--- config.mk ---
export PLATFORM = sky130hd
export DESIGN_NAME = ram_bank_ctl
export DESIGN_NICKNAME = d
export VERILOG_FILES = /design/src/rtl/ram_bank_pkg.sv /design/src/rtl/bank_map_reg.sv /design/src/rtl/bank_window_map.sv /design/src/rtl/bank_strobe_gate.sv /design/src/rtl/ram_bank_ctl.sv
export SDC_FILE = /design/constraint.sdc
export NUM_CORES = 1
export LEC_CHECK = 0
export ABC_AREA = 1
export BUFFER_PORTS_ARGS = -buffer_cell sky130_fd_sc_hd__buf_2
export CAP_MARGIN = 0
export CORE_UTILIZATION = 35
export CTS_BUF_LIST = sky130_fd_sc_hd__clkbuf_16
export CTS_CLUSTER_DIAMETER = 200
export CTS_CLUSTER_SIZE = 10
export DETAILED_ROUTE_END_ITERATION = 6
export MAX_ROUTING_LAYER = met4
export PLACE_DENSITY = 0.8
export SYNTH_ARGS = -nofsm -noshare
export SYNTH_HDL_FRONTEND = slang
export SYNTH_SLANG_ARGS = --single-unit
--- constraint.sdc ---
create_clock -name clk -period 2.19 [get_ports clk]
set_input_delay 0.219 -clock clk [delete_from_list [all_inputs] [get_ports clk]]
set_output_delay 0.219 -clock clk [all_outputs]
set_load 0.01 [all_outputs]
--- src/rtl/ram_bank_pkg.sv ---
package ram_bank_pkg;
  localparam int ADDR_W = 16;
  localparam int DATA_W = 8;
  localparam int WIN_W  = 2;
  localparam int MODE_W = 3;
  localparam int PAGE_W = 3;
  localparam int LO_W   = ADDR_W - WIN_W;

  typedef struct packed {
    logic [MODE_W-1:0] mode;
    logic [PAGE_W-1:0] page;
  } map_cfg_t;

  typedef struct packed {
    logic             ext;
    logic [WIN_W-1:0] bank;
  } win_map_t;

  // True when an I/O write targets the mapping register.
  function automatic logic is_map_write(input logic wr, input logic a15,
                                        input logic [DATA_W-1:0] d);
    return wr && !a15 && (d[DATA_W-1:DATA_W-2] == 2'b11);
  endfunction

  // Window-to-bank translation for one CPU window.
  function automatic win_map_t map_window(input logic [MODE_W-1:0] mode,
                                          input logic [WIN_W-1:0] win);
    win_map_t r;
    r.ext  = 1'b0;
    r.bank = win;
    if (mode[2]) begin
      if (win == 2'd1) begin
        r.ext  = 1'b1;
        r.bank = mode[1:0];
      end
    end else begin
      case (mode[1:0])
        2'd1: if (win == 2'd3) r.ext = 1'b1;
        2'd2: r.ext = 1'b1;
        2'd3: begin
          if (win == 2'd1) r.bank = 2'd3;
          if (win == 2'd3) r.ext  = 1'b1;
        end
        default: ;
      endcase
    end
    return r;
  endfunction
endpackage

--- src/rtl/bank_map_reg.sv ---
module bank_map_reg
  import ram_bank_pkg::*;
#(
  parameter bit EXPANDED = 1'b1
) (
  input  logic              clk,
  input  logic              rst_n,
  input  logic              io_wr_en,
  input  logic              port_a15,
  input  logic [DATA_W-1:0] wdata,
  output map_cfg_t          cfg,
  output logic              load_evt
);
  map_cfg_t cfg_q;

  assign load_evt = is_map_write(io_wr_en, port_a15, wdata);

  always_ff @(posedge clk) begin
    if (!rst_n) begin
      cfg_q <= '0;
    end else if (load_evt) begin
      cfg_q.mode <= wdata[MODE_W-1:0];
      if (EXPANDED) cfg_q.page <= wdata[MODE_W+PAGE_W-1:MODE_W];
      else          cfg_q.page <= '0;
    end
  end

  assign cfg = cfg_q;
endmodule

--- src/rtl/bank_window_map.sv ---
module bank_window_map
  import ram_bank_pkg::*;
(
  input  map_cfg_t          cfg,
  input  logic              cpu_mem,
  input  logic [WIN_W-1:0]  win,
  output logic [WIN_W-1:0]  bank,
  output logic              ext_sel,
  output logic [PAGE_W-1:0] page
);
  win_map_t cpu_map;

  always_comb begin
    cpu_map = map_window(cfg.mode, win);
    if (cpu_mem) begin
      bank    = cpu_map.bank;
      ext_sel = cpu_map.ext;
    end else begin
      bank    = win;
      ext_sel = 1'b0;
    end
  end

  assign page = cfg.page;
endmodule

--- src/rtl/bank_strobe_gate.sv ---
module bank_strobe_gate (
  input  logic clk,
  input  logic rst_n,
  input  logic ras_req,
  input  logic cpu_mem,
  input  logic ram_disable,
  input  logic ext_sel,
  output logic base_strobe,
  output logic ext_strobe,
  output logic ext_hold,
  output logic ext_start
);
  logic hold_q;

  assign ext_start   = ras_req && cpu_mem && !ram_disable && ext_sel;
  assign ext_strobe  = ras_req && (hold_q || ext_start);
  assign base_strobe = ras_req && !hold_q &&
                       (!cpu_mem || (!ram_disable && !ext_sel));

  always_ff @(posedge clk) begin
    if (!rst_n) hold_q <= 1'b0;
    else        hold_q <= ext_strobe;
  end

  assign ext_hold = hold_q;
endmodule

--- src/rtl/ram_bank_ctl.sv ---
module ram_bank_ctl
  import ram_bank_pkg::*;
#(
  parameter bit EXPANDED = 1'b1
) (
  input  logic              clk,
  input  logic              rst_n,
  input  logic [ADDR_W-1:0] cpu_addr,
  input  logic [DATA_W-1:0] cpu_wdata,
  input  logic              io_wr_en,
  input  logic              cpu_mem,
  input  logic              ras_req,
  input  logic              ram_disable,
  output logic [WIN_W-1:0]  phys_bank,
  output logic              ext_sel,
  output logic [PAGE_W-1:0] page,
  output logic [LO_W-1:0]   phys_addr_lo,
  output logic              base_strobe,
  output logic              ext_strobe
);
  map_cfg_t          cfg;
  logic              load_evt;
  logic              ext_hold;
  logic              ext_start;
  logic [MODE_W-1:0] cfg_mode;
  logic [PAGE_W-1:0] cfg_page;

  bank_map_reg #(.EXPANDED(EXPANDED)) u_reg (
    .clk      (clk),
    .rst_n    (rst_n),
    .io_wr_en (io_wr_en),
    .port_a15 (cpu_addr[ADDR_W-1]),
    .wdata    (cpu_wdata),
    .cfg      (cfg),
    .load_evt (load_evt)
  );

  bank_window_map u_map (
    .cfg     (cfg),
    .cpu_mem (cpu_mem),
    .win     (cpu_addr[ADDR_W-1:LO_W]),
    .bank    (phys_bank),
    .ext_sel (ext_sel),
    .page    (page)
  );

  bank_strobe_gate u_gate (
    .clk         (clk),
    .rst_n       (rst_n),
    .ras_req     (ras_req),
    .cpu_mem     (cpu_mem),
    .ram_disable (ram_disable),
    .ext_sel     (ext_sel),
    .base_strobe (base_strobe),
    .ext_strobe  (ext_strobe),
    .ext_hold    (ext_hold),
    .ext_start   (ext_start)
  );

  assign cfg_mode     = cfg.mode;
  assign cfg_page     = cfg.page;
  assign phys_addr_lo = cpu_addr[LO_W-1:0];
endmodule

==> run summary, run 1 <==
The floorplan die area is 1520 sq um. The max-slew violation count is 0. In this run the power density over the cells is 866 nW/um^2. Across every metal layer, demand over resource in global routing totals between 10 and 15%. The required time of the critical path is roughly 2000 ps. A synthesized cell averages around 7.0 sq um. The number of nets at the end of the flow is ~110. Cells with a size suffix above 1 make up 41.6% of the layout. The worst ir drop on vdd is approximately 0.41 mV. Yosys printed 0 warnings. The total length of routed wires is just under 900 um. The initial antenna violation count was 0. The number of gates resized after CTS is 0. The initial standard-cell utilization of the core is about 40%. The worst setup path is launched from a flop.

The core footprint is roughly 1200 sq um. The worst-case clock buffer depth came out at 2. The slowest stage of the critical path belongs to the cell dfxtp_1.

Synthesis inferred 7 register bits. After global routing the overflow that remains totals 0. After detailed routing, the average wire length per cell comes to roughly 9.6 um. For this design, the sink count on the clock tree is 7.

The portion of the clock cycle consumed by the worst path in the final layout is 68.7%. The adder and majority cell fraction of the synthesized area came out at 0%. The register area share after synthesis is just under 30%.

The synthesized netlist cell count is 68. In this run switching power makes up a little under a fifth of total power. The number of antenna repair diodes came out at 0. The post-synthesis to final-layout area growth is 16.5%. Summing the areas of all compound-gate instances in the mapped netlist gives roughly 16% of the synthesized area. The finished layout holds a little over 90 standard cells, fillers aside. After synthesis, the share of cell area in mux cells is 0%. Counting both buffers and inverters, the worst setup path holds a total of 2. Counting distinct cell types in the post-synthesis netlist gives 14. The cell chosen for the clock root is clkbuf_16. The combinational fraction of design power is a little over 9%.

TritonCTS built the clock tree. During I/O placement, the number of pins put on the boundary was 52. By instance count, the cell type seen most on the critical path is nand2_2.

The die span in x came out at 39.0 um. After the first detailed-routing iteration, the DRC count stood at 9. The design internal power came out at ~0.39 mW. The final HPWL from detailed placement is 676 um. TritonCTS created 3 clock buffers. The post-CTS setup repair buffer count came out at 0. The number of hold buffers added after CTS is 0.

The relative slew slack came out at 73.5%. The cell count after placement came out at 87. The final weighted congestion in routability-driven placement is 0.679. The initialized floorplan defines 12 standard-cell rows.

The basic-gate share of the synthesized area counting and, or, nand and nor cells is approximately 18%. The setup TNS after final layout came out at 0 ps. The number of levels in the clock H-tree came out at 1. The first-pass iteration count of the detailed router is 4. The number of antenna-violating nets in the routed design is 0. The leakage power is roughly 0.29 nW. The average vias per placed instance came out at roughly 4.3. The final route contains roughly 390 vias. The filler cells instantiated in the layout total 124. The clock slew at the register clock pins of the worst setup and hold paths is roughly 40 ps. The worst endpoint data arrival time is 1290 ps. The first global-routing pass estimated around 1300 um of wire. The sequential cell area came out at between 100 and 150 sq um. Sequential cells account for around 28% of the total power.

Walking the worst path, the cells encountered are nor2_2 > nor2_2 > nand2_1 > nand2_2 > nand2_2 > nand2_1 > nand2_2 > inv_1 > buf_2. By startpoint and endpoint, the worst setup path is classified as flop to output port. After Yosys synthesis, XOR and XNOR cells account for 0% of the synthesized area. The pin count of the biggest net entering global routing came out at 13. The netlist area before placement came out at around 480 sq um.

The final period demand of the worst path is 1510 ps. The count of final setup violators is 0. The largest single stage delay on the critical path is slightly above 400 ps. The combined area of the multi-input logic cells came out at around 160 sq um. The switching power came out at roughly 0.09 mW. The share of total power in the clock network is 62.9%. The count of final hold-check violations is 0. The flow ran to the end, and the final reports show no timing, DRC or antenna violations. Static timing analysis puts the maximum clock frequency at between 600 and 700 MHz. The largest fanout of any net on the critical path came out at 5. By area, the combinational part of the netlist is dominated by buffers and inverters. Broken down by cell family, the worst path's largest delay share belongs to simple AND/OR/NAND/NOR gates.

For the worst-skew pair, the clock arrives at the later sink with an insertion delay of between 200 and 250 ps. The number of input and output port buffers inserted is 23. Setup repair after global routing left no endpoint under its margin. The number of remaining DRC errors is 0. The tightest min-delay check is of the input pin to flop type. The transition time of the tightest slew-check pin is ~400 ps. The category of the worst setup path capture point is an output port. The worst setup skew after layout came out at around 1.9 ps. The max-capacitance violation count is 0. The floorplan die height is around 39 um.

The number of global-route vias before repair came out at 330. The number of nets produced by synthesis is 98.
cell type report:
class / count / share of cell area, %
inverters: 12 / 8.09
clock inverters: 1 / 0.674
multi-input cells: 31 / 28.8
flip-flops and latches: 7 / 25.2
well taps: 14 / 3.15
repair buffers: 23 / 20.7
clock buffers: 3 / 13.5
cell usage after synthesis (all sizes together):
cell type	instances	share of area (%)
a211oi	1	1.6
a21oi	6	6.3
a41oi	1	1.8
buf	18	28
dfxtp	7	29
inv	12	9.4
nand2	9	8.6
nand3	2	2.1
nand4	1	1.3
nor2	5	5.5
o21ai	6	6.3
through the flow:
step | hold slack (ps) | instance area, sq um | util, % | setup WS, ps | power (mW)
after CTS | 236 | 557 | 46.9 | 678 | 0.492
after global routing | 248 | 557 | 46.9 | 579 | 0.506
after global placement | 430 | 478 | 40.3 | 952 | 0.180
final | 237 | 557 | 46.9 | 685 | 0.482
after detailed placement | 438 | 478 | 40.3 | 929 | 0.181
after floorplan | 344 | 478 | - | 997 | 0.186
final timing paths:
| path | cells past startpoint | end | startpoint | slack [ps] |
|---|---|---|---|---|
| max | 9 | ext_strobe | u_reg.cfg[5] | 680 |
| max reg2reg | 8 | u_gate.ext_hold | u_reg.cfg[5] | 1170 |
| min | 3 | u_gate.ext_hold | ras_req | 240 |
| min reg2reg | 2 | u_reg.cfg[1] | u_reg.cfg[1] | 440 |
sequential cells by signal (all words and copies together) (netlist names):
name,cells
u_gate.ext_hold,1
u_reg.cfg,6
power groups by stage:
stage	sequential (mW)	combinational (mW)	clock (mW)
global placement	0.137	0.0436	0
detailed placement	0.137	0.0440	0
finish	0.135	0.0437	0.303
CTS	0.135	0.0441	0.313
floorplan	0.136	0.0496	0
global route	0.136	0.0496	0.321
tightest hold or removal path: stages:
cell     delay (ps)
buf_2            90
nand2_2          60
nor2_2           60
cells by family after synthesis:
logic type	Yosys count
flip-flops	7
buffers and inverters	30
AO/OA/AOI/OAI	14
AND/OR/NAND/NOR	17
routing by layer:
metal / global-route usage, % / up-vias / wire [um]
met5: - / - / 0
met4: 12.9 / 0 / 27
met3: 6.94 / 4 / 78
met2: 20.0 / 19 / 409
met1: 14.4 / 156 / 356
li1: - / 214 / -
cells in the final DEF, fill, tap and decap left out:
cell       netlist  final
nand2_2          3      3
nand3_1          2      2
nor2_1           2      2
a41oi_1          1      1
o21ai_0          6      6
inv_1           12     13
a21oi_1          6      6
dfxtp_1          7      7
nor2_2           3      3
a211oi_1         1      1
buf_2            1     23
clkbuf_16        0      3
nand2_1          6      6
nand4_1          1      1
(Power assumes the default switching activity.)
==> run 2: changes to the inputs <==
--- a/config.mk
+++ b/config.mk
@@ -5,16 +5,16 @@
 export SDC_FILE = /design/constraint.sdc
 export NUM_CORES = 1
 export LEC_CHECK = 0
-export ABC_AREA = 1
+export ABC_AREA = 0
 export BUFFER_PORTS_ARGS = -buffer_cell sky130_fd_sc_hd__buf_2
 export CAP_MARGIN = 0
-export CORE_UTILIZATION = 35
+export CORE_UTILIZATION = 33
 export CTS_BUF_LIST = sky130_fd_sc_hd__clkbuf_16
 export CTS_CLUSTER_DIAMETER = 200
 export CTS_CLUSTER_SIZE = 10
 export DETAILED_ROUTE_END_ITERATION = 6
 export MAX_ROUTING_LAYER = met4
-export PLACE_DENSITY = 0.8
+export PLACE_DENSITY = 0.76
 export SYNTH_ARGS = -nofsm -noshare
 export SYNTH_HDL_FRONTEND = slang
 export SYNTH_SLANG_ARGS = --single-unit
==> constraint.sdc (replaced) <==
create_clock -name clk -period 1.4 [get_ports clk]
set_input_delay 0.14 -clock clk [delete_from_list [all_inputs] [get_ports clk]]
set_output_delay 0.14 -clock clk [all_outputs]
set_load 0.01 [all_outputs]
==> run 2 against run 1 <==
- the run now ends with setup timing left
- synthesized area did not move
- utilization fell by 0.69 points
- final cell count fell by 9.9%
- flip-flop and latch count did not move
- worst setup slack got worse by 790 ps
- largest power group unchanged
- clock-buffer cell count did not move
- final area rose by 9.4%
- wire length rose by 6.8%
- clock power rose by 57%
- non-clock buffer count rose by 3
- critical path depth fell by 5
==> run summary, run 2 <==
The flow ran to the end, but the final reports show violations. The final reports fail on setup timing. The combinational fraction of design power came out at 8.6% (-0.5 points). The worst ir drop on vdd came out at 0.557 mV (+34%). The number of top-level pins is 52 (unchanged). The worst setup path is captured at an output port. The worst reg-to-reg setup slack was 330 ps (-840 ps). The total length of routed wires came out at 930 um (+6.8%). After synthesis, the most frequently instantiated cells are 17 x buf_4, 7 x dfxtp_1, 6 x mux2i_1, 6 x nor2_1.

The average cell area after synthesis came to 8.85 sq um (+26%). In this run the critical register-to-register path is captured at u_gate.ext_hold. The worst hold path begins at cpu_wdata[0]. The global-route usage over all layers is 14.8% (+0.59 points). The final period demand of the worst path came out at around 1500 ps. The startpoint type of the worst setup path is a flop. The fraction of registers with async set/reset came to 0% (unchanged). TritonCTS built the clock tree. The fmax came out at between 600 and 700 MHz. The worst reg-to-reg path cell count was 4 (-4). In this run the critical register-to-register path is launched from u_reg.cfg[5]. The worst endpoint data arrival time is 1360 ps (+70 ps).

The die span in x is 40.1 um (+2.8%). The top metal layer carrying routed signals is met4. Setup repair after global routing could not meet its margin everywhere. The number of core rows came to 13 (+1). The worst hold path terminates at u_reg.cfg[3]. The final non-filler cell area is 609 sq um (+9.4%). The top cell type's share of synthesized area came to 29.3% (unchanged). The routed wire length per instance is 11.3 um (+18%). The relative slew slack is 82.8% (+9.3 points).

The floorplan die area came out at 1600 sq um (+5.7%). The amount of wire on met2 after detailed routing came out at 432 um (+5.6%). The biggest area consumer among synthesized cells is dfxtp_1.

The worst path setup slack after routing is -100 ps (-785 ps). The share of post-route cells with drive strength above 1 came out at 50.7% (+9.2 points). The via total after detailed routing is 401 (+2.0%). The core footprint came out at 1320 sq um (+11%). The first-pass iteration count of the detailed router came out at 3 (-1). The worst setup timing slack at the placement stage came to 41.2 ps (-888 ps).

The switching power is 0.138 mW (+51%). The number of antenna-violating nets in the routed design came out at 0 (unchanged). The largest fanout of any net on the critical path came out at 4 (-1). The worst hold path class is input pin to flop. The number of enable flip-flop cells after synthesis was 0 (unchanged). The library cell used most frequently in the layout, excluding fill and tap cells, is buf_2. The pin count of the biggest net entering global routing came out at 8 (-5).

The worst-case clock buffer depth came out at 2 (unchanged). The worst setup skew after layout came out at 0.566 ps (-1.34 ps). The average vias per placed instance came out at 4.89 (+13%). The violation count after the first detailed-routing iteration is 4 (-5).

The final cell utilization of the core came out at 46.2% (-0.69 points). Relative to the synthesized area, the layout overhead comes to 27.5%. The number of input and output port buffers inserted came out at 23 (unchanged). The number of nets produced by synthesis is 84 (-14%). The number of flip-flops under the largest register name is 6 (unchanged). The floorplan die height came to 40.1 um (+2.8%). The remaining global-route overflow came out at 0 (unchanged). The sequential group share of total power came out at 27.7% (-0.3 points). The portion of the clock cycle consumed by the worst path in the final layout came out at 107%.

The final weighted congestion in routability-driven placement came out at 0.725 (+6.7%). The design internal power came out at 0.611 mW (+56%). The most instantiated library cell after synthesis is buf_4. The max-capacitance violation count is 0 (unchanged). The length of routed wiring on met1 is 365 um (+2.5%). The clock latency at the later pin of the worst-skew pair came to 230 ps (about the same).

The number of non-filler instances in the completed layout is 82 (-9.9%). The total clock buffers created by CTS was 3 (unchanged). The number of levels in the clock H-tree was 1 (unchanged). The required time of the critical path was 1260 ps (-710 ps). The number of global-route vias before repair came out at 371 (+12%). The count of final setup violators came to 2 (+2). The Yosys warning count came out at 0 (unchanged). Ranked by total cell area, the synthesized netlist is headed by dfxtp_1 29%, buf_4 27%, mux2i_1 13%. The number of clock sinks came out at 7 (unchanged).

The number of remaining DRC errors is 0 (unchanged). Clock tree synthesis selected as its root buffer the cell clkbuf_16. The register area share after synthesis came out at 29.3% (unchanged). The switching part of the total was 18.5% (-0.56 points). The first-pass GRT wire length came out at 1470 um (+12%).

The sum of met3 wire segment lengths after detailed routing is 103 um (+32%). The number of hold buffers added after CTS is 0 (unchanged). The transition time of the tightest slew-check pin was 254 ps (-142 ps). The max-slew violation count came out at 0 (unchanged). The cell count after placement was 77 (-11%). The clock slew at the register clock pins of the worst setup and hold paths came out at 30 ps (about the same). The netlist area before placement was 478 sq um (unchanged). The number of register bits inferred by synthesis was 7 (unchanged). The final HPWL from detailed placement is 685 um (+1.3%). The initial antenna violation count came out at 0 (unchanged).

The initial standard-cell utilization of the core came out at 36.3% (-4.0 points). The cell area reported after detailed placement came out at 499 sq um (+4.5%). The worst setup path is of the flop to output port kind. The share of total power in the clock network came to 63.7% (+0.8 points). The number of antenna repair diodes is 0 (unchanged). The number of nets at the end of the flow was 98 (-9.3%). The number of distinct library cells after synthesis is 18 (+4). The leakage power came out at 0.340 nW (+16%). In the layout the commonest cells are 23 x buf_2, 6 x mux2i_1, 6 x nor2_1.

The number of cells traversed by the worst hold path is 3 (unchanged). The synthesized netlist cell count is 54 (-21%). The power density over the cells came out at 1230 nW/um^2 (+42%). The count of final hold-check violations came out at 0 (unchanged). Among all flip-flop cells after synthesis, the most frequent one is dfxtp_1.
==> run 2: cell types whose count changed after synthesis, sizes merged, moves of 5 or more <==
| cell | previous run | this run |
|---|---|---|
| a21oi | 6 | 0 |
| mux2i | 0 | 6 |
| inv | 12 | 2 |
| nand2 | 9 | 2 |
| o21ai | 6 | 1 |
==> run 2: worst max path at each step <==
stage	endpoint	depth (start not counted)	startpoint	slack, ps
global route	base_strobe	4	u_reg.cfg[5]	-170
CTS	base_strobe	4	u_reg.cfg[5]	-110
global placement	base_strobe	4	u_reg.cfg[5]	60
detailed placement	base_strobe	4	u_reg.cfg[5]	40
finish	base_strobe	4	u_reg.cfg[5]	-100
floorplan	base_strobe	3	u_reg.cfg[5]	140
==> run 2: layout make-up <==
| type | instances | area, sq um |
|---|---|---|
| Clock buffer | 3 | 75.1 |
| Clock inverter | 1 | 3.75 |
| Fill cell | 132 | 708 |
| Inverter | 2 | 7.51 |
| Multi-Input combinational cell | 28 | 224 |
| Sequential cell | 7 | 143 |
| Tap cell | 15 | 18.8 |
| Timing Repair Buffer | 26 | 138 |
==> run 2: kinds of logic (layout without fill, tap and decap cells) <==
group / after synthesis / in the layout / share of synthesized area [%]
flops: 7 / 7 / 29.3
compound gates: 4 / 4 / 7.07
mux: 6 / 6 / 12.6
simple gates: 18 / 18 / 22.8
buf+inv: 19 / 32 / 28.3
==> run 2: through the flow <==
step           hold WS (ps)  total power [mW]  setup TNS [ps]
6_report                142             0.749            -154
4_1_cts                 140             0.760            -158
3_5_place_dp            280             0.271               0
5_1_grt                 144             0.779            -343
3_3_place_gp            280             0.270               0
2_1_floorplan           272             0.278               0
==> run 2: worst max-delay path, cell delays in order (launching register included) <==
cell and delay [ps]:
dfxtp_2 320, and3b_2 210, o31ai_4 270, and4b_1 210
buf_2 120
==> run 2: what timing repair did <==
action	in CTS	in global routing
gates resized for setup	6	0
pin swaps	4	0
buffers inserted	1	0
setup endpoints to repair	3	3
==> run 2: power groups by stage <==
| stage | clock (mW) | sequential (mW) | combinational [mW] |
|---|---|---|---|
| 3_3_place_gp | 0 | 0.210 | 0.0596 |
| 5_1_grt | 0.500 | 0.208 | 0.0704 |
| 4_1_cts | 0.488 | 0.208 | 0.0644 |
| 2_1_floorplan | 0 | 0.210 | 0.0682 |
| 3_5_place_dp | 0 | 0.210 | 0.0610 |
| 6_report | 0.477 | 0.208 | 0.0642 |
==> run 2: per-layer routing <==
metal  vias to the layer above  global-route usage (%)
li1                        197                       -
met1                       177                    16.4
met2                        23                    20.2
met3                         4                    7.22
met4                         0                    11.2
met5                         -                       -
